<file path="config.mk">
export PLATFORM = sky130hd
export DESIGN_NAME = spc_product_enc
export DESIGN_NICKNAME = d
export VERILOG_FILES = /design/src/rtl/spc_product_enc.sv
export SDC_FILE = /design/constraint.sdc
export NUM_CORES = 1
export LEC_CHECK = 0
export ABC_AREA = 1
export BUFFER_PORTS_ARGS = -buffer_cell sky130_fd_sc_hd__buf_2
export CAP_MARGIN = 40
export CORE_MARGIN = 2
export CORE_UTILIZATION = 35
export DETAILED_ROUTE_END_ITERATION = 12
export HOLD_SLACK_MARGIN = 0.03
export PLACE_DENSITY = 0.48
export SKIP_LAST_GASP = 1
export SLEW_MARGIN = 20
export SYNTH_ARGS = -nofsm -noshare
export SYNTH_HDL_FRONTEND = slang
export SYNTH_SLANG_ARGS = --single-unit
</file>
<file path="constraint.sdc">
create_clock -name clk -period 2 [get_ports clk]
set_input_delay 0.1 -clock clk [delete_from_list [all_inputs] [get_ports clk]]
set_output_delay 0.1 -clock clk [all_outputs]
set_load 0.01 [all_outputs]
</file>
<file path="src/rtl/spc_product_enc.sv">
module spc_product_enc #(
  parameter int K = 5
) (
  input  logic clk,
  input  logic rst,
  input  logic in_valid,
  input  logic in_bit,
  output logic in_ready,
  output logic out_valid,
  output logic out_bit,
  output logic out_last,
  output logic frame_done
);
  localparam int N  = K + 1;
  localparam int CW = $clog2(N + 1);
  localparam logic [CW-1:0] LAST_D = CW'(K - 1);
  localparam logic [CW-1:0] PIDX   = CW'(K);

  logic [N-1:0]  arr [K];
  logic [N-1:0]  colpar;
  logic          rowpar;
  logic          sending;
  logic          done_q;
  logic [CW-1:0] wr_r, wr_c, rd_r, rd_c;
  logic          take, row_end, row_bit;

  assign in_ready   = !sending;
  assign take       = in_valid && !sending;
  assign row_end    = (wr_c == LAST_D);
  assign row_bit    = rowpar ^ in_bit;
  assign out_valid  = sending;
  assign out_last   = sending && (rd_r == PIDX) && (rd_c == PIDX);
  assign out_bit    = (rd_r == PIDX) ? colpar[rd_c] : arr[rd_r][rd_c];
  assign frame_done = done_q;

  always_ff @(posedge clk) begin
    if (rst) begin
      for (int r = 0; r < K; r++) arr[r] <= '0;
      colpar  <= '0;
      rowpar  <= 1'b0;
      sending <= 1'b0;
      done_q  <= 1'b0;
      wr_r    <= '0;
      wr_c    <= '0;
      rd_r    <= '0;
      rd_c    <= '0;
    end else begin
      done_q <= 1'b0;
      if (take) begin
        arr[wr_r][wr_c] <= in_bit;
        colpar[wr_c]    <= colpar[wr_c] ^ in_bit;
        if (row_end) begin
          arr[wr_r][K] <= row_bit;
          colpar[K]    <= colpar[K] ^ row_bit;
          rowpar       <= 1'b0;
          wr_c         <= '0;
          if (wr_r == LAST_D) begin
            wr_r    <= '0;
            sending <= 1'b1;
          end else begin
            wr_r <= wr_r + 1'b1;
          end
        end else begin
          rowpar <= row_bit;
          wr_c   <= wr_c + 1'b1;
        end
      end else if (sending) begin
        if (rd_r == PIDX) begin
          rd_r <= '0;
          if (rd_c == PIDX) begin
            rd_c    <= '0;
            sending <= 1'b0;
            done_q  <= 1'b1;
            colpar  <= '0;
          end else begin
            rd_c <= rd_c + 1'b1;
          end
        end else begin
          rd_r <= rd_r + 1'b1;
        end
      end
    end
  end
endmodule

</file>
* Word level (Yosys, flattened, before mapping)
Memories as Yosys holds them, arrays and structs flattened. A register that Yosys moved wholly into a read port is not among the register bits.
Index checks and enable logic that the tools add are counted.
** Cells by class
- Reductions and logical operators :: 15
- Equal/unequal tests :: 6
- Multiplexer cells :: 42
- $lt $le $gt $ge :: 3
- Add/sub/neg operators :: 4
- Bitwise gates (word level) :: 7
** Operators by type and width (count)
- $mux 6 :: 7
- $mux 1 :: 23
- $mux 3 :: 7
- $add 3x1->3 const B :: 4
- $eq 3x3->1 const B :: 4
- $bmux 1 s3 :: 3
- $lt 3x4->1 const B :: 2
- $bwmux 6 :: 1
- $reduce_and 2->1 :: 3
- $reduce_and 3->1 :: 2
- $reduce_bool 2->1 :: 3
- $reduce_or 6->1 :: 1
- $logic_and 1x1->1 :: 4
- $ne 2x1->1 const B :: 2
- $reduce_or 4->1 :: 1
- $demux 1 s3 :: 1
- $ge 3x1->1 const B :: 1
- $not 1->1 :: 3
- $xor 1x1->1 :: 3
- $logic_not 1->1 :: 1
- $or 1x1->1 :: 1
** Storage, ports and cells
- Input bits :: 4
- Logic and storage cells :: 86
- Register bits :: 21
- Memory bits (writable) :: 30
- Memories kept :: 1
- Output and inout port bits :: 5
** Memories
- arr :: words 5, width 6, read ports 1, clocked after Yosys merged registers in 1, write ports 5, line 19 : logic [N-1:0] arr [K];

* Longest topological paths before layout
- Depth after elaboration :: 8
- Gate-level depth with buffers :: 13
- Depth with buffers taken out :: 11

* Least setup slack after synthesis
No wires, ideal clock.
- Path kind :: register to register
- Start point :: reg wr_c[0]
- End point :: mem arr[5][5] (netlist name), data pin
- Data arrival time :: 1393 ps
- Required time :: 1733 ps
- Setup slack :: 341 ps
- Setup time :: 267 ps
- Period minus slack after synthesis :: 1659 ps
- Buffers on the path :: 1
- Stages on the path, launching flop included :: 9
- Path through :: dfxtp_1 > buf_4 > inv_1 > ha_1 > nand2_1 > nor2_2 > nand2_1 > o21ai_2 > inv_1
** RTL lines
- start, declared :: line 24 : logic [CW-1:0] wr_r, wr_c, rd_r, rd_c;
- start signal, assigned :: line 65 : wr_c <= wr_c + 1'b1;
- end, declared :: line 19

==> flow_summary.json <==
{
  "relSlewSlack": 0.6996,
  "finalSetupViolCount": 0,
  "ant_nets": 0,
  "clock_skew_ns": 0.01126,
  "dpl_cell_area_mm2": 0.004089,
  "yosys_register_bits": 72,
  "power.density_mw_per_mm2": 664.7,
  "finalPower_mw": 2.889,
  "critical_path.startpoint_type": "register",
  "core-area_mm2": 0.01075,
  "die_h_um": 108.7,
  "path_class": "reg2out",
  "numCtsBuffers": 9,
  "start_util": 0.3571,
  "grt_pass1_wl_um": 15750,
  "numPortBuffers": 8,
  "fmax_ghz": 0.5278,
  "cts_htree_levels": 3,
  "synth_top_area_cell": "edfxtp_1",
  "rows": 38,
  "grt_overflow_total": 0,
  "clkTransAtPathRegs_ns": 0.09,
  "routedWlPerCell_um": 13.91,
  "hold_viol": 0,
  "grt_setup_unrepaired": "yes",
  "r2r-start": "wr_c[2]",
  "fin_util": 0.4044,
  "fill_cells": 1162,
  "synth.most_common_cell": "nand2_1",
  "hpwl_um": 6900,
  "syn_area_mm2": 0.003837,
  "cts_root_buf": "clkbuf_8",
  "synth_nets": 511,
  "drive_gt1_frac": 0.1410,
  "worstMarginPinSlew_ns": 0.4500,
  "cp_max_fo": 8,
  "clock_latency_ns": 0.35,
  "ir_drop_uv": 272.4,
  "grt_usage": 0.1760,
  "arrival_ns": 1.79,
  "first_pass_iters": 4,
  "p_leak_nw": 1.831,
  "drtIter0Drc": 206,
  "hold_class": "in2reg",
  "r2r_slack_ns": 0.16,
  "die_w_um": 108.7,
  "critical_path.endpoint_type": "primary output",
  "diodes": 0,
  "status": "finished, final reports clean",
  "grt_pass1_vias": 3145,
  "slew_viol_final": 0,
  "yosysUniqueCellTypes": 35,
  "drv_cap": 0,
  "grt_antenna_before_repair": 0,
  "gp_congestion": 0.8031,
  "cts_buffer_depth": 2,
  "ys_seq_area_frac": 0.5008,
  "yosys.area.top_type_share": 0.3756,
  "num_vias": 3203,
  "ys.flop_type": "edfxtp_1",
  "synthTopCellsByCount": "nand2_1, nor2_1, inv_1, edfxtp_1, nand3_1",
  "fin_area_mm2": 0.004345,
  "synth.area.top_cells": "edfxtp_1, nand2_1, dfxtp_1",
  "clock_sinks": 72,
  "num_io_pins": 9,
  "drcViolationCount": 0,
  "min_period_ns": 1.894,
  "finalNetCount": 535,
  "drt_wl_total_um": 9347,
  "avgSynthCellArea_um2": 7.629,
  "tritoncts": "built",
  "syn_inst": 503,
  "fin_crit_sh": 0.9472,
  "critical_path_required_ns": 1.90,
  "min_from": "in_valid",
  "die_area_mm2": 0.01182,
  "yosysWarnings": 0,
  "drt-vias-per-instance": 4.766,
  "tns_ns": 0,
  "synthArstFlopShare": 0,
  "grt_max_degree": 31,
  "synth_edf_count": 48,
  "syn_to_final_growth_pct": 13.24
}
[placed cells by master (no fill, tap or decap), types with 2 or more instances in the layout]
cell and instances:
clkbuf_8 9, nor2_1 65, buf_4 18, nor2_4 2, clkinv_1 2, inv_2 7, a31oi_1 4, dfxtp_1 23
ha_1 4, inv_6 2, inv_1 51, nand3_1 35, a211oi_1 2, o21ai_0 14, a21oi_2 3, xor2_1 2
inv_4 4, a21oi_1 11, clkinvlp_4 2, edfxtp_1 48, nor3_1 8, nand2_2 4, nor2_2 5, buf_2 8
nor3_2 3, nand2_1 179
[per-layer routing]
layer  part of all wire  vias to the layer above  GRT usage
met1               0.48                     1498     0.2407
met3              0.039                        5    0.04423
met4             0.0075                        0    0.03846
met5                  0                        -          0
met2               0.47                       52     0.2821
li1                   -                     1648          -
[sequential cells by signal, summed over array words and instances (netlist names), named ones only]
name and count:
arr 48, colpar 6, rd_c 3, rd_r 3, wr_c 3, wr_r 3, frame_done 1, out_valid 1
rowpar 1
[through the flow]
| step | hold slack [ns] | setup WS [ns] | instances |
|---|---|---|---|
| 3_5_place_dp | 0.4119 | 0.1816 | 652 |
| 6_report | 0.1669 | 0.1055 | 672 |
| 5_1_grt | 0.2006 | -0.06640 | 672 |
| 2_1_floorplan | 0.1989 | 0.3406 | 503 |
| 4_1_cts | 0.1558 | 0.01910 | 669 |
| 3_3_place_gp | 0.4062 | 0.1807 | 652 |
[kinds of logic (layout without fill, tap and decap cells)]
group | after synthesis | count (layout) | share of synthesized area
and+or+nand+nor | 305 | 305 | 0.3332
AOI/OAI and AO/OA | 41 | 41 | 0.06228
DFF | 72 | 72 | 0.5008
xor gates and xnor gates | 2 | 2 | 0.004566
adders and majority gates | 4 | 4 | 0.01304
buffers and inverters | 79 | 108 | 0.08608
[area by class of cell]
type | instances | area [um^2] | area share
Clock inverter | 6 | 40.04 | 0.009214
Inverter | 63 | 247.7 | 0.05701
Tap cell | 140 | 175.2 | 0.04031
Timing Repair Buffer | 29 | 225.2 | 0.05183
Sequential cell | 72 | 1926 | 0.4431
Clock buffer | 10 | 127.6 | 0.02937
Multi-Input combinational cell | 352 | 1604 | 0.3691
[what timing repair did]
| action | 4_1_cts | 5_1_grt |
|---|---|---|
| hold buffers | 1 | 0 |
| endpoints found under the setup margin | 1 | 1 |
| gates resized for setup | 2 | 14 |
| gates cloned | 0 | 1 |
| setup buffers | 0 | 2 |
| endpoints found under the hold margin | 1 | 0 |
| pin swaps | 0 | 6 |
[report_power, final]
group,switching (mW),internal [mW]
Combinational,0.149,0.0670
Clock,0.587,0.455
Sequential,0.0168,1.61
[worst max-delay path, stage by stage, from the launching register on]
cell and delay (ns):
dfxtp_1 0.43, buf_4 0.20, nand3_1 0.09, nand3_1 0.09, nand3_1 0.08, nand2_1 0.06, nand2_1 0.06, nand2_2 0.08
nand2_2 0.05, a21oi_2 0.15, buf_2 0.14
[final timing paths]
check,endpoint,depth (start not counted)
hold reg to reg,rowpar,2
setup / recovery,out_bit,10
setup reg to reg,arr[5][5],5
hold / removal,out_valid,5
Power figures use the tool's default switching activity.
